## config.mk

```make
export PLATFORM = sky130hd
export DESIGN_NAME = xlat_mru2
export DESIGN_NICKNAME = d
export VERILOG_FILES = /design/src/rtl/xlat_pkg.sv /design/src/rtl/xlat_slot.sv /design/src/rtl/xlat_store.sv /design/src/rtl/xlat_mru2.sv
export SDC_FILE = /design/constraint.sdc
export NUM_CORES = 1
export LEC_CHECK = 0
export BUFFER_PORTS_ARGS = -buffer_cell sky130_fd_sc_hd__clkbuf_2
export CORE_ASPECT_RATIO = 0.75
export CORE_MARGIN = 8
export CORE_UTILIZATION = 55
export CTS_CLUSTER_DIAMETER = 150
export DETAILED_ROUTE_END_ITERATION = 8
export GPL_ROUTABILITY_DRIVEN = 0
export PLACE_DENSITY = 0.77
export SYNTH_ARGS = -nofsm -noshare
export SYNTH_HDL_FRONTEND = slang
export SYNTH_SLANG_ARGS = --single-unit
```

## constraint.sdc

```tcl
create_clock -name clk -period 8.6 [get_ports clk]
set_input_delay 1.72 -clock clk [delete_from_list [all_inputs] [get_ports clk]]
set_output_delay 1.72 -clock clk [all_outputs]
set_load 0.02 [all_outputs]
```

## src/rtl/xlat_pkg.sv

```systemverilog
// Shared widths and the slot record for the recent-translation cache.
// Assumes a 48-bit virtual and 40-bit physical address space.
package xlat_pkg;
    localparam int VA_W  = 48;
    localparam int PA_W  = 40;
    localparam int ASI_W = 8;
    localparam int IDX_W = 6;
    localparam int ST_W  = 64;
    localparam int SZ_W  = 4;

    typedef struct packed {
        logic             vld;
        logic [IDX_W-1:0] idx;
        logic [ASI_W-1:0] asi;
        logic [VA_W-1:0]  vstart;
        logic [VA_W-1:0]  vlen;
        logic [PA_W-1:0]  pbase;
    } xlat_ent_t;
endpackage

```

## src/rtl/xlat_slot.sv

```systemverilog
// Match and address composition for one held translation.
// Assumes vlen is a nonzero power of two; range test uses one extra bit.
module xlat_slot
    import xlat_pkg::*;
(
    input  xlat_ent_t        ent,
    input  logic [VA_W-1:0]  va,
    input  logic [SZ_W-1:0]  size,
    input  logic [ASI_W-1:0] asi,
    output logic             match,
    output logic [PA_W-1:0]  pa
);
    logic [VA_W:0]   acc_end;
    logic [VA_W:0]   rng_end;
    logic            in_rng;
    logic [PA_W-1:0] off_mask;

    // Range test against the access span.
    always_comb begin
        acc_end = {1'b0, va} + (VA_W+1)'(size);
        rng_end = {1'b0, ent.vstart} + {1'b0, ent.vlen};
        in_rng  = ({1'b0, ent.vstart} < acc_end) && (rng_end >= {1'b0, va});
        match   = ent.vld && (ent.asi == asi) && in_rng;
    end

    // Page base merged with the in-page offset.
    always_comb begin
        off_mask = ent.vlen[PA_W-1:0] - 1'b1;
        pa       = (ent.pbase & ~off_mask) | (va[PA_W-1:0] & off_mask);
    end
endmodule

```

## src/rtl/xlat_store.sv

```systemverilog
// Slot storage, move-to-front shift replacement, valid flag and state tag.
// Assumes the caller has already zeroed the ASI of implicit fills.
module xlat_store
    import xlat_pkg::*;
#(
    parameter int N_SLOT = 2
) (
    input  logic            clk,
    input  logic            rst_n,
    input  logic            fl_en,
    input  xlat_ent_t       fl_ent,
    input  logic [ST_W-1:0] fl_state,
    input  logic            flush,
    output xlat_ent_t       slot_q [N_SLOT],
    output logic            valid_q,
    output logic [ST_W-1:0] state_q
);
    logic held;

    // Is the filled index already resident in any slot?
    always_comb begin
        held = 1'b0;
        for (int i = 0; i < N_SLOT; i++)
            if (slot_q[i].vld && slot_q[i].idx == fl_ent.idx) held = 1'b1;
    end

    // Front slot takes the new entry on a fresh fill.
    always_ff @(posedge clk) begin
        if (!rst_n)
            slot_q[0] <= '0;
        else if (fl_en && !held)
            slot_q[0] <= fl_ent;
    end

    // Older slots shift back by one on a fresh fill.
    for (genvar g = 1; g < N_SLOT; g++) begin : g_shift
        always_ff @(posedge clk) begin
            if (!rst_n)
                slot_q[g] <= '0;
            else if (fl_en && !held)
                slot_q[g] <= slot_q[g-1];
        end
    end

    // Valid flag and state tag; a change pulse overrides a fill.
    always_ff @(posedge clk) begin
        if (!rst_n) begin
            valid_q <= 1'b0;
            state_q <= '0;
        end else if (flush) begin
            valid_q <= 1'b0;
        end else if (fl_en) begin
            valid_q <= 1'b1;
            state_q <= fl_state;
        end
    end

    a_r11_flush_clears: assert property (@(posedge clk) disable iff (!rst_n)
        flush |=> !valid_q);
    a_r12_fill_sets: assert property (@(posedge clk) disable iff (!rst_n)
        (fl_en && !flush) |=> (valid_q && state_q == $past(fl_state)));
    a_r8_new_to_front: assert property (@(posedge clk) disable iff (!rst_n)
        (fl_en && !held) |=> (slot_q[0].idx == $past(fl_ent.idx) && slot_q[0].vld));
    a_r9_held_keeps: assert property (@(posedge clk) disable iff (!rst_n)
        (fl_en && held) |=> $stable(slot_q[0]));
endmodule

```

## src/rtl/xlat_mru2.sv

```systemverilog
// Top of the recent data translation cache: hypervisor bypass, state-gated
// priority lookup across the slots, and fill record formation.
// Assumes lookups are combinational and fills land on the next clock edge.
module xlat_mru2
    import xlat_pkg::*;
#(
    parameter int              N_SLOT       = 2,
    parameter logic [ASI_W-1:0] IMPLICIT_ASI = 8'h00,
    parameter int              HPRIV_BIT    = 0
) (
    input  logic             clk,
    input  logic             rst_n,
    input  logic [VA_W-1:0]  lk_va,
    input  logic [SZ_W-1:0]  lk_size,
    input  logic [ASI_W-1:0] lk_asi,
    input  logic [ST_W-1:0]  lk_state,
    input  logic             fl_en,
    input  logic [IDX_W-1:0] fl_idx,
    input  logic [ASI_W-1:0] fl_asi,
    input  logic [ST_W-1:0]  fl_state,
    input  logic [VA_W-1:0]  fl_vstart,
    input  logic [VA_W-1:0]  fl_vlen,
    input  logic [PA_W-1:0]  fl_pbase,
    input  logic             tlb_change,
    output logic             hit,
    output logic             bypass,
    output logic [PA_W-1:0]  pa
);
    xlat_ent_t       fl_ent;
    xlat_ent_t       slot_q [N_SLOT];
    logic            valid_q;
    logic [ST_W-1:0] state_q;
    logic [N_SLOT-1:0] sl_match;
    logic [PA_W-1:0] sl_pa [N_SLOT];
    logic            bypass_c;
    logic            cache_ok;
    logic            any_match;
    logic [PA_W-1:0] sel_pa;

    // Build the fill record; implicit fills are tagged with ASI zero.
    always_comb begin
        fl_ent.vld    = 1'b1;
        fl_ent.idx    = fl_idx;
        fl_ent.asi    = (fl_asi == IMPLICIT_ASI) ? '0 : fl_asi;
        fl_ent.vstart = fl_vstart;
        fl_ent.vlen   = fl_vlen;
        fl_ent.pbase  = fl_pbase;
    end

    xlat_store #(.N_SLOT(N_SLOT)) u_store (
        .clk      (clk),
        .rst_n    (rst_n),
        .fl_en    (fl_en),
        .fl_ent   (fl_ent),
        .fl_state (fl_state),
        .flush    (tlb_change),
        .slot_q   (slot_q),
        .valid_q  (valid_q),
        .state_q  (state_q)
    );

    for (genvar g = 0; g < N_SLOT; g++) begin : g_slot
        xlat_slot u_slot (
            .ent   (slot_q[g]),
            .va    (lk_va),
            .size  (lk_size),
            .asi   (lk_asi),
            .match (sl_match[g]),
            .pa    (sl_pa[g])
        );
    end

    // Pick the lowest-numbered matching slot.
    always_comb begin
        any_match = 1'b0;
        sel_pa    = '0;
        for (int i = N_SLOT-1; i >= 0; i--) begin
            if (sl_match[i]) begin
                any_match = 1'b1;
                sel_pa    = sl_pa[i];
            end
        end
    end

    // Bypass first, then the state-gated cache result.
    always_comb begin
        bypass_c = (lk_asi == IMPLICIT_ASI) && lk_state[HPRIV_BIT];
        cache_ok = valid_q && (state_q == lk_state);
        bypass   = bypass_c;
        hit      = bypass_c || (cache_ok && any_match);
        pa       = bypass_c ? lk_va[PA_W-1:0] : sel_pa;
    end

    a_r2_bypass: assert property (@(posedge clk) disable iff (!rst_n)
        ((lk_asi == IMPLICIT_ASI) && lk_state[HPRIV_BIT]) |-> (hit && bypass && pa == lk_va[PA_W-1:0]));
    a_r3_state_gate: assert property (@(posedge clk) disable iff (!rst_n)
        (hit && !bypass) |-> (valid_q && state_q == lk_state));
    a_r4_asi_gate: assert property (@(posedge clk) disable iff (!rst_n)
        (hit && !bypass) |-> ((slot_q[0].vld && slot_q[0].asi == lk_asi) ||
                              (slot_q[N_SLOT-1].vld && slot_q[N_SLOT-1].asi == lk_asi)));
endmodule

```

# After elaboration in Yosys (flattened, before gate mapping)
# Cells that the tools add are included.
[word_totals]
inputBits = 342
out_inout_bits = 42
elab_cells = 64
ff_bits = 367
[op_classes]
n_reduce_logical = 18
add_sub_neg = 5
n_bitwise = 10
n_eq_ne = 5
n_lt_le_gt_ge = 4
muxes = 8
[op_table]
columns = ["operator", "count"]
rows = [
  ["40-bit AND", 4],
  ["40-bit 2-to-1 mux", 3],
  ["48-bit by 48-bit adder with 49-bit output", 2],
  ["49-bit by 48-bit >= comparator with 1-bit output", 2],
  ["48-bit by 49-bit less-than comparator with 1-bit output", 2],
  ["40-bit inverter", 2],
  ["40-bit OR", 2],
  ["40-bit by 1-bit subtractor with 40-bit output (second input constant)", 2],
  ["64-bit == test", 1],
  ["48-bit by 4-bit adder with 49-bit output", 1],
  ["8-bit == test", 2],
  ["8-bit zero test", 2],
  ["6-bit == test", 2],
  ["1-bit logical AND", 12],
  ["8-bit 2-to-1 mux", 1],
  ["1-bit 2-to-1 mux", 4],
  ["1-bit inverter", 2],
  ["2-bit AND reduction", 1],
  ["2-bit OR reduction", 1],
  ["1-bit zero test", 1],
  ["1-bit logical OR", 1],
]

# Logic depth before layout (Yosys ltp)
# Gate-level depths: netlist of the first run.
[logic_depth]
word_depth = 8
mapped_depth = 26
ltp_nobuf = 23

# Cells and area by module
# Synthesis of the first run repeated with hierarchy kept, for this count alone.
[unflattened]
cells_unflattened = 3717
area_unflattened_um2 = 29701.0
[by_module_without_submodules]
columns = ["mod", "seq_area_each_um2", "area_each_um2", "n_inst", "cells_each"]
rows = [
  ["xlat_store", 7347.0, 13849.5, 1, 1437],
  ["xlat_slot at g_slot[0].u_slot", 0.0, 7239.4, 1, 1019],
  ["xlat_slot at g_slot[1].u_slot", 0.0, 7058.0, 1, 1007],
  ["xlat_mru2", 0.0, 1554.0, 1, 254],
]

# Worst setup path after synthesis of the first run
# Ideal clock, no wire load.
[synth_timing]
kind = "input -> output"
from = "input port lk_va[1]"
to = "output port pa[11]"
t_arrival_ns = 6.598
path_buffers = 4
path_stages = 26
required_ns = 6.880
path_slack_ns = 0.282
path_cell_list = "ha_1 a21o_1 a21o_1 a21oi_1 or2_2 clkbuf_1 nor2_1 nand2_1 or3_1 clkbuf_1 nor2_1 nand4_1 xnor2_1 ha_1 nand2_1 o21ai_0 a211oi_1 o31ai_1 a21oi_1 a22oi_1 or4_4 or2_1 buf_2 buf_6 o221a_1 a31oi_1"
[synth_between]
elab_chain_len = 7
word_cells_on_any_way = 12
cone_classes = "add/sub (1); order compare (4); mux (3); reduce/logical (4)"
[synth_rtl]
columns = ["element", "line_no", "source"]
rows = [
  ["from (decl)", "xlat_mru2.sv:13", "input logic [VA_W-1:0] lk_va,"],
  ["48-bit by 4-bit adder with 49-bit output", "xlat_slot.sv:20", "acc_end = {1'b0, va} + (VA_W+1)'(size);"],
  ["48-bit by 49-bit less-than comparator with 1-bit output", "xlat_slot.sv:22", "in_rng = ({1'b0, ent.vstart} < acc_end) && (rng_end >= {1'b0, va});"],
  ["1-bit logical AND", "xlat_slot.sv:22", ""],
  ["1-bit logical AND", "xlat_slot.sv:23", "match = ent.vld && (ent.asi == asi) && in_rng;"],
  ["40-bit 2-to-1 mux", "xlat_mru2.sv:78", "if (sl_match[i]) begin"],
  ["40-bit 2-to-1 mux (*)", "xlat_mru2.sv:78", ""],
  ["40-bit 2-to-1 mux (*)", "xlat_mru2.sv:91", "pa = bypass_c ? lk_va[PA_W-1:0] : sel_pa;"],
  ["to (decl)", "xlat_mru2.sv:27", "output logic [PA_W-1:0] pa"],
]
# Every way passes the cells marked *; elsewhere a longest branch is shown, timed or not.

# Worst setup path in the final report of the first run
[layout_timing]
from = "register, netlist name u_store.slot_q[207]"
to = "output port pa[8]"
[layout_between]
elab_chain_len = 6
[layout_rtl]
columns = ["element", "line_no", "source"]
rows = [
  ["48-bit by 48-bit adder with 49-bit output", "xlat_slot.sv:21", "rng_end = {1'b0, ent.vstart} + {1'b0, ent.vlen};"],
  ["49-bit by 48-bit >= comparator with 1-bit output", "xlat_slot.sv:22", ""],
  ["1-bit logical AND", "xlat_slot.sv:22", ""],
  ["1-bit logical AND", "xlat_slot.sv:23", ""],
  ["40-bit 2-to-1 mux", "xlat_mru2.sv:78", ""],
  ["40-bit 2-to-1 mux", "xlat_mru2.sv:91", ""],
]
# Every way passes these cells.

==> flow_metrics.env, run 1 <==
export IMPL_hold_start="u_store.state_q[9]"
export IMPL_reg2reg_depth=8
export IMPL_max_clock_freq_mhz=118
export IMPL_fp_dieW_um=274
export IMPL_post_synth_top_count_cell="nand2_1"
export IMPL_power_per_cell_area_nw_per_um2=143
export IMPL_core_um2=49700
export IMPL_async_flop_share=0
export IMPL_drc_errors=0
export IMPL_r2r_start="u_store.slot_q[297]"
export IMPL_synth_common_cells="821 x nand2_1, 367 x dfxtp_1, 363 x a21boi_0, 292 x ha_1, 177 x xnor2_1"
export IMPL_hold_end="u_store.state_q[9]"
export IMPL_postSynthRegisterBits=367
export IMPL_crit_top_cell="buf_4"
export IMPL_place_hpwl_um=74800
export IMPL_drt_vias_per_instance=6.03
export IMPL_hold_ws_ns=0.468
export IMPL_syn_nets=4195
export IMPL_setup_violations=0
export IMPL_drt_wl_total_um=98100
export IMPL_synthToLayoutAreaGrowth_pct=19.7
export IMPL_crit_path_end_kind="output pin"
export IMPL_synth_ff_type="dfxtp_1"
export IMPL_status="finished clean"
export IMPL_cts_tree="yes"
export IMPL_whs_path_depth=2
export IMPL_ys_top_cells_by_area="dfxtp_1 27%, ha_1 13%, nand2_1 11%"
export IMPL_seq_area_frac_synth=0.267
export IMPL_arrival_ns=6.73
export IMPL_skew_ns=0.0282
export IMPL_clk_latency_ns=0.59
export IMPL_drv_slew=0
export IMPL_required_ns=6.88
export IMPL_syn_area_per_cell_um2=7.73
export IMPL_tightest_slew_ns=1.26
export IMPL_ioPinCount=384
export IMPL_r2r_end="u_store.slot_q[163]"
export IMPL_synthDominantCellAreaShare=0.267
export IMPL_startpoint="u_store.slot_q[207]"
export IMPL_slew_headroom=0.159
export IMPL_detail_route_wl_per_cell_um=20.9
export IMPL_firstDrtPassIters=9
export IMPL_grt_max_degree=209
export IMPL_path_max_fanout=22
export IMPL_cpPeakStageDelay_ns=0.35
export IMPL_die_h_um=210
export IMPL_setup_tns_ns=0
export IMPL_peakVddDrop_uv=131
export IMPL_numCtsBuffers=39
export IMPL_die_area_um2=57500
export IMPL_grt_antenna_before_repair=1
export IMPL_postSynthCellCount=3558
export IMPL_first_iter_violations=3003
export IMPL_yosysTopAreaCell="dfxtp_1"
export IMPL_grt_pass1_vias=27000
export IMPL_grt_pass1_wl_um=151000
export IMPL_drv_cap=0
export IMPL_gr_total_overflow=0
export IMPL_grt_usage=0.325
export IMPL_nNetsFinal=4636
export IMPL_cts_path_max_buffers=3
export IMPL_min_period_over_period=0.982
export IMPL_path_clk_slew_ns=0.06
export IMPL_synth_warnings=0
export IMPL_hold_buffers=0
export IMPL_root_buffer="clkbuf_16"
export IMPL_min_path_type="reg -> reg"
export IMPL_startpoint_type="flop"
export IMPL_slowest_stage="dfxtp_1"
export IMPL_layout_drive_gt1_share=0.180
export IMPL_critPathKind="reg -> out"
export IMPL_numPortBuffers=383
export IMPL_p_leak_nw=14.9
export IMPL_nFillCells=4396
export IMPL_htreeDepth=2
export IMPL_rrSetupSlack_ns=5.08
export IMPL_synth_edff_count=0
export IMPL_cts_sinks=367
export IMPL_rows=71
export IMPL_fin_crit_ns=8.45
export IMPL_hold_violations=0
export IMPL_synth_cell_types=81
export IMPL_num_vias=28300
export IMPL_syn_area_um2=27500
export IMPL_ant_nets=0
export IMPL_initial_core_util=0.553
==> registers in the layout, indices dropped and copies added (netlist names) <==
name	cells
u_store.state_q	64
u_store.valid_q	1
u_store.slot_q	302
==> critical path: cells and delay by family, from the launching register on <==
| kind | cells | cell delay, ns |
|---|---|---|
| adders and majority gates | 2 | 0.61 |
| and+or+nand+nor | 10 | 1.92 |
| DFF | 1 | 0.35 |
| buffers and inverters | 8 | 1.37 |
| AOI/OAI and AO/OA | 9 | 1.91 |
==> report_power, final <==
part | total, W | internal (W) | switching (W) | leakage, nW
Combinational | 0.00108 | 0.000444 | 0.000633 | 11.3
Clock | 0.00177 | 0.00102 | 0.000743 | 0.634
Sequential | 0.00186 | 0.00178 | 0.0000859 | 3.00
Total | 0.00471 | 0.00324 | 0.00146 | 14.9
==> cell type report <==
cell class | instances | area (um2) | share of cell area
Clock inverter | 10 | 145 | 0.00441
Antenna cell | 1 | 2.50 | 0.0000760
Clock buffer | 58 | 1160 | 0.0352
Tap cell | 657 | 822 | 0.0250
Multi-Input combinational cell | 2911 | 19500 | 0.593
Inverter | 106 | 398 | 0.0121
Sequential cell | 367 | 7350 | 0.223
Timing Repair Buffer | 574 | 3530 | 0.107
==> placed cells by master (no fill, tap or decap), drive strengths merged, types with 11 or more instances in the layout <==
cell type,count
nand2,821
clkbuf,431
dfxtp,367
a21boi,363
ha,292
buf,201
xnor2,177
a21oi,163
nor2,134
inv,106
o21ai,102
a21o,96
xor2,96
nand3,82
nand4,73
nor3,72
nor4,42
o211ai,38
nor2b,37
o21a,27
and3,22
a31oi,21
nand2b,20
a211oi,19
o21bai,17
or4,15
or3,13
a211o,12
mux2i,12
o31ai,12
and4,11
a221oi,11
==> logic make-up (layout without fill, tap and decap cells) <==
family,Yosys count,count (layout),synth area share
mux,15,15,0.00559
buf+inv,280,748,0.0395
flops,367,367,0.267
xor+xnor,273,273,0.0869
simple gates,1365,1365,0.223
fa+ha+maj,295,295,0.135
compound gates,963,963,0.243
other cells,0,1,0
==> per-stage QoR <==
step / instances / cell area, um2 / total power, W / util / worst slack [ns]
after floorplan: 3558 / 27500 / 0.00252 / - / 0.282
final: 4684 / 32900 / 0.00471 / 0.662 / 0.155
after global routing: 4683 / 32900 / 0.00489 / 0.662 / -0.119
after detailed placement: 4600 / 31000 / 0.00291 / 0.623 / -0.216
after CTS: 4672 / 32400 / 0.00467 / 0.652 / 0.00976
after global placement: 4600 / 31000 / 0.00290 / 0.623 / -0.109
==> routing by layer <==
metal	part of all wire	routed length, um	vias up	GRT usage
met1	0.43	42000	13100	0.454
li1	-	-	13400	-
met2	0.42	41000	1453	0.483
met5	0	0	-	0
met3	0.11	11000	263	0.0735
met4	0.041	4040	0	0.122
==> repair_timing <==
action	CTS	global route
gates resized for setup	23	95
setup endpoints to repair	39	41
setup buffers	4	10
pin swaps	7	52
gates cloned	0	1
==> worst max path at each step <==
| stage | end | slack, ns | cells after the start |
|---|---|---|---|
| finish | pa[8] | 0.15 | 29 |
| global route | pa[8] | -0.12 | 30 |
| CTS | pa[39] | 0.01 | 27 |
| detailed placement | pa[9] | -0.22 | 28 |
| global placement | pa[9] | -0.11 | 28 |
| floorplan | pa[11] | 0.28 | 26 |
Note: power is estimated with default switching activity, not from simulation.
==> run 2, diff against run 1 <==
--- a/config.mk
+++ b/config.mk
@@ -6,13 +6,15 @@
 export NUM_CORES = 1
 export LEC_CHECK = 0
 export BUFFER_PORTS_ARGS = -buffer_cell sky130_fd_sc_hd__clkbuf_2
+export CELL_PAD_IN_SITES_DETAIL_PLACEMENT = 0
+export CELL_PAD_IN_SITES_GLOBAL_PLACEMENT = 1
 export CORE_ASPECT_RATIO = 0.75
 export CORE_MARGIN = 8
-export CORE_UTILIZATION = 55
+export CORE_UTILIZATION = 44
 export CTS_CLUSTER_DIAMETER = 150
 export DETAILED_ROUTE_END_ITERATION = 8
 export GPL_ROUTABILITY_DRIVEN = 0
-export PLACE_DENSITY = 0.77
+export PLACE_DENSITY_LB_ADDON = 0.1
 export SYNTH_ARGS = -nofsm -noshare
 export SYNTH_HDL_FRONTEND = slang
 export SYNTH_SLANG_ARGS = --single-unit
==> run 2 against run 1 <==
Net effect: the flow now finishes with violations (negative setup slack); cell count increased by 3.8%; total power up 5.3%; routed wire length up 11%; global-route usage down 3.2 points; clock skew is 0.011 ns lower; non-clock buffer count increased by 14; hold slack worse by 0.0019 ns; sequential cell count unchanged; first-iteration DRC count shrank 18%; critical path type is now in -> out; critical endpoint is now pa[12]; largest cell class unchanged; largest power group is now the clock network.
==> flow_metrics.env, run 2 (synthesis results as in run 1) <==
export IMPL_fin_crit_ns=8.64
export IMPL_finalWorstSetupSlack_ns=-0.0400
export IMPL_synthToLayoutAreaGrowth_pct=22.1
export IMPL_root_buffer="clkbuf_16"
export IMPL_arrival_ns=6.92
export IMPL_hold_buffers=0
export IMPL_fp_dieW_um=305
export IMPL_drt_wl_total_um=109000
export IMPL_nNetsFinal=4653
export IMPL_tightest_slew_ns=1.20
export IMPL_ioPinCount=384
export IMPL_finalNonFillerCells=4861
export IMPL_slew_headroom=0.194
export IMPL_p_leak_nw=15.1
export IMPL_nFillCells=5914
export IMPL_gr_total_overflow=0
export IMPL_numPortBuffers=383
export IMPL_peakVddDrop_uv=125
export IMPL_r2r_start="u_store.slot_q[148]"
export IMPL_min_period_over_period=1.00
export IMPL_cts_tree="yes"
export IMPL_drv_slew=0
export IMPL_grt_antenna_before_repair=14
export IMPL_power_per_cell_area_nw_per_um2=147
export IMPL_dp_cells=4753
export IMPL_skew_ns=0.0174
export IMPL_first_iter_violations=2460
export IMPL_layout_drive_gt1_share=0.189
export IMPL_crit_path_end_kind="output pin"
export IMPL_min_path_type="reg -> reg"
export IMPL_die_area_um2=70900
export IMPL_p_sw_w=0.00157
export IMPL_endpoint="pa[12]"
export IMPL_final_common_cell="nand2_1"
export IMPL_place_hpwl_um=84700
export IMPL_path_clk_slew_ns=0.06
export IMPL_hold_violations=0
export IMPL_top_regs="u_store.slot_q: 302 flops, u_store.state_q: 64 flops, u_store.valid_q: 1 flops"
export IMPL_drv_cap=0
export IMPL_cts_path_max_buffers=3
export IMPL_switching_share=0.317
export IMPL_setup_violations=1
export IMPL_total_power_w=0.00495
export IMPL_r2r_end="u_store.slot_q[206]"
export IMPL_violations="negative setup slack"
export IMPL_p_int_w=0.00338
export IMPL_pwr_share_comb=0.226
export IMPL_rrSetupSlack_ns=4.89
export IMPL_cts_sinks=367
export IMPL_core_um2=62000
export IMPL_firstDrtPassIters=5
export IMPL_startpoint_type="input port"
export IMPL_rows=79
export IMPL_detail_route_wl_per_cell_um=22.4
export IMPL_grt_usage=0.292
export IMPL_die_h_um=233
export IMPL_rsz0062_at_grt="yes"
export IMPL_grt_max_degree=198
export IMPL_required_ns=6.88
export IMPL_startpoint="lk_va[1]"
export IMPL_reg2reg_depth=6
export IMPL_critPathKind="in -> out"
export IMPL_status="finished with violations"
export IMPL_num_vias=28100
export IMPL_fin_util=0.542
export IMPL_final_cell_mix="819 x nand2_1, 364 x clkbuf_2, 363 x a21boi_0, 360 x dfxtp_1, 283 x ha_1"
export IMPL_max_clock_freq_mhz=116
export IMPL_clk_latency_ns=0.59
export IMPL_htreeDepth=2
export IMPL_largest_reg_flops=302
export IMPL_drc_errors=0
export IMPL_grt_pass1_wl_um=163000
export IMPL_hold_ws_ns=0.466
export IMPL_setup_tns_ns=-0.0400
export IMPL_path_max_fanout=4
export IMPL_initial_core_util=0.444
export IMPL_numCtsBuffers=42
export IMPL_largest_register="u_store.slot_q"
export IMPL_p_clk_frac=0.397
export IMPL_seq_power_share=0.377
export IMPL_grt_pass1_vias=27400
export IMPL_drt_vias_per_instance=5.78
export IMPL_ant_nets=0
-- run 2: changes by cell type in the layout (fill, tap and decap cells not counted), moves of 5 or more --
cell	change
dfxtp_2	+6
xnor2_2	-5
clkbuf_2	-7
o21ai_1	+8
o21ai_0	-6
buf_4	+12
dfxtp_1	-6
-- run 2: power by group through the flow --
stage	clock, W	sequential [W]	combinational [W]
after floorplan	0	0.00187	0.000649
after global placement	0	0.00190	0.00103
after detailed placement	0	0.00190	0.00106
after CTS	0.00200	0.00186	0.00107
after global routing	0.00207	0.00187	0.00123
final	0.00196	0.00187	0.00112
-- run 2: layout make-up --
type	count	area (um2)	area share
multi-input combinational	2911	19600	0.584
sequential	367	7360	0.219
timing repair buffer	588	3710	0.110
clock buffer	53	1150	0.0343
tap	810	1010	0.0302
inverter	106	400	0.0119
clock inverter	22	322	0.00957
antenna	4	10.0	0.000298
-- run 2: how the worst min path moves through the flow --
stage | depth (start not counted) | slack [ns] | start | end
floorplan | 2 | 0.44 | u_store.slot_q[17] | u_store.slot_q[17]
global placement | 2 | 0.45 | u_store.slot_q[30] | u_store.slot_q[30]
detailed placement | 2 | 0.46 | u_store.slot_q[4] | u_store.slot_q[4]
CTS | 2 | 0.47 | u_store.slot_q[4] | u_store.slot_q[4]
global route | 2 | 0.49 | u_store.slot_q[4] | u_store.slot_q[4]
finish | 2 | 0.47 | u_store.slot_q[37] | u_store.slot_q[37]
-- run 2: layer usage --
metal	routed length (um)	global-route usage	up-vias
met5	100	0	-
met4	3990	0.102	16
met3	10300	0.0806	231
met2	46200	0.446	1142
met1	48400	0.395	13200
li1	-	-	13500
-- run 2: critical path: stages --
cell and delay (ns):
buf_6 0.10, ha_4 0.25, a21o_1 0.10, a21o_1 0.14
a21oi_2 0.08, or2_4 0.25, nor2_4 0.08, buf_6 0.13
nand2_4 0.05, or3_4 0.41, or4_4 0.58, xnor2_4 0.24
ha_4 0.24, inv_4 0.06, o22ai_4 0.07, a2111oi_4 0.30
buf_4 0.19, o2bb2ai_1 0.14, a21oi_1 0.09, a2bb2oi_2 0.17
a21o_1 0.17, o21bai_4 0.17, buf_6 0.14, buf_8 0.13
buf_12 0.11, or3_1 0.36, o211ai_1 0.21, buf_4 0.22
-- run 2: through the flow --
stage          area, um2  setup slack (ns)
3_3_place_gp       31200            -0.286
2_1_floorplan      27500             0.282
5_1_grt            33600            -0.137
6_report           33600           -0.0400
3_5_place_dp       31200            -0.303
4_1_cts            32900          -0.00148
-- run 2: what timing repair did --
action	in CTS	in global routing
buffers inserted	10	18
resized for setup	34	128
endpoints found under the setup margin	41	41
pin swaps	9	59
hold endpoints to repair	0	0
gates cloned	0	1
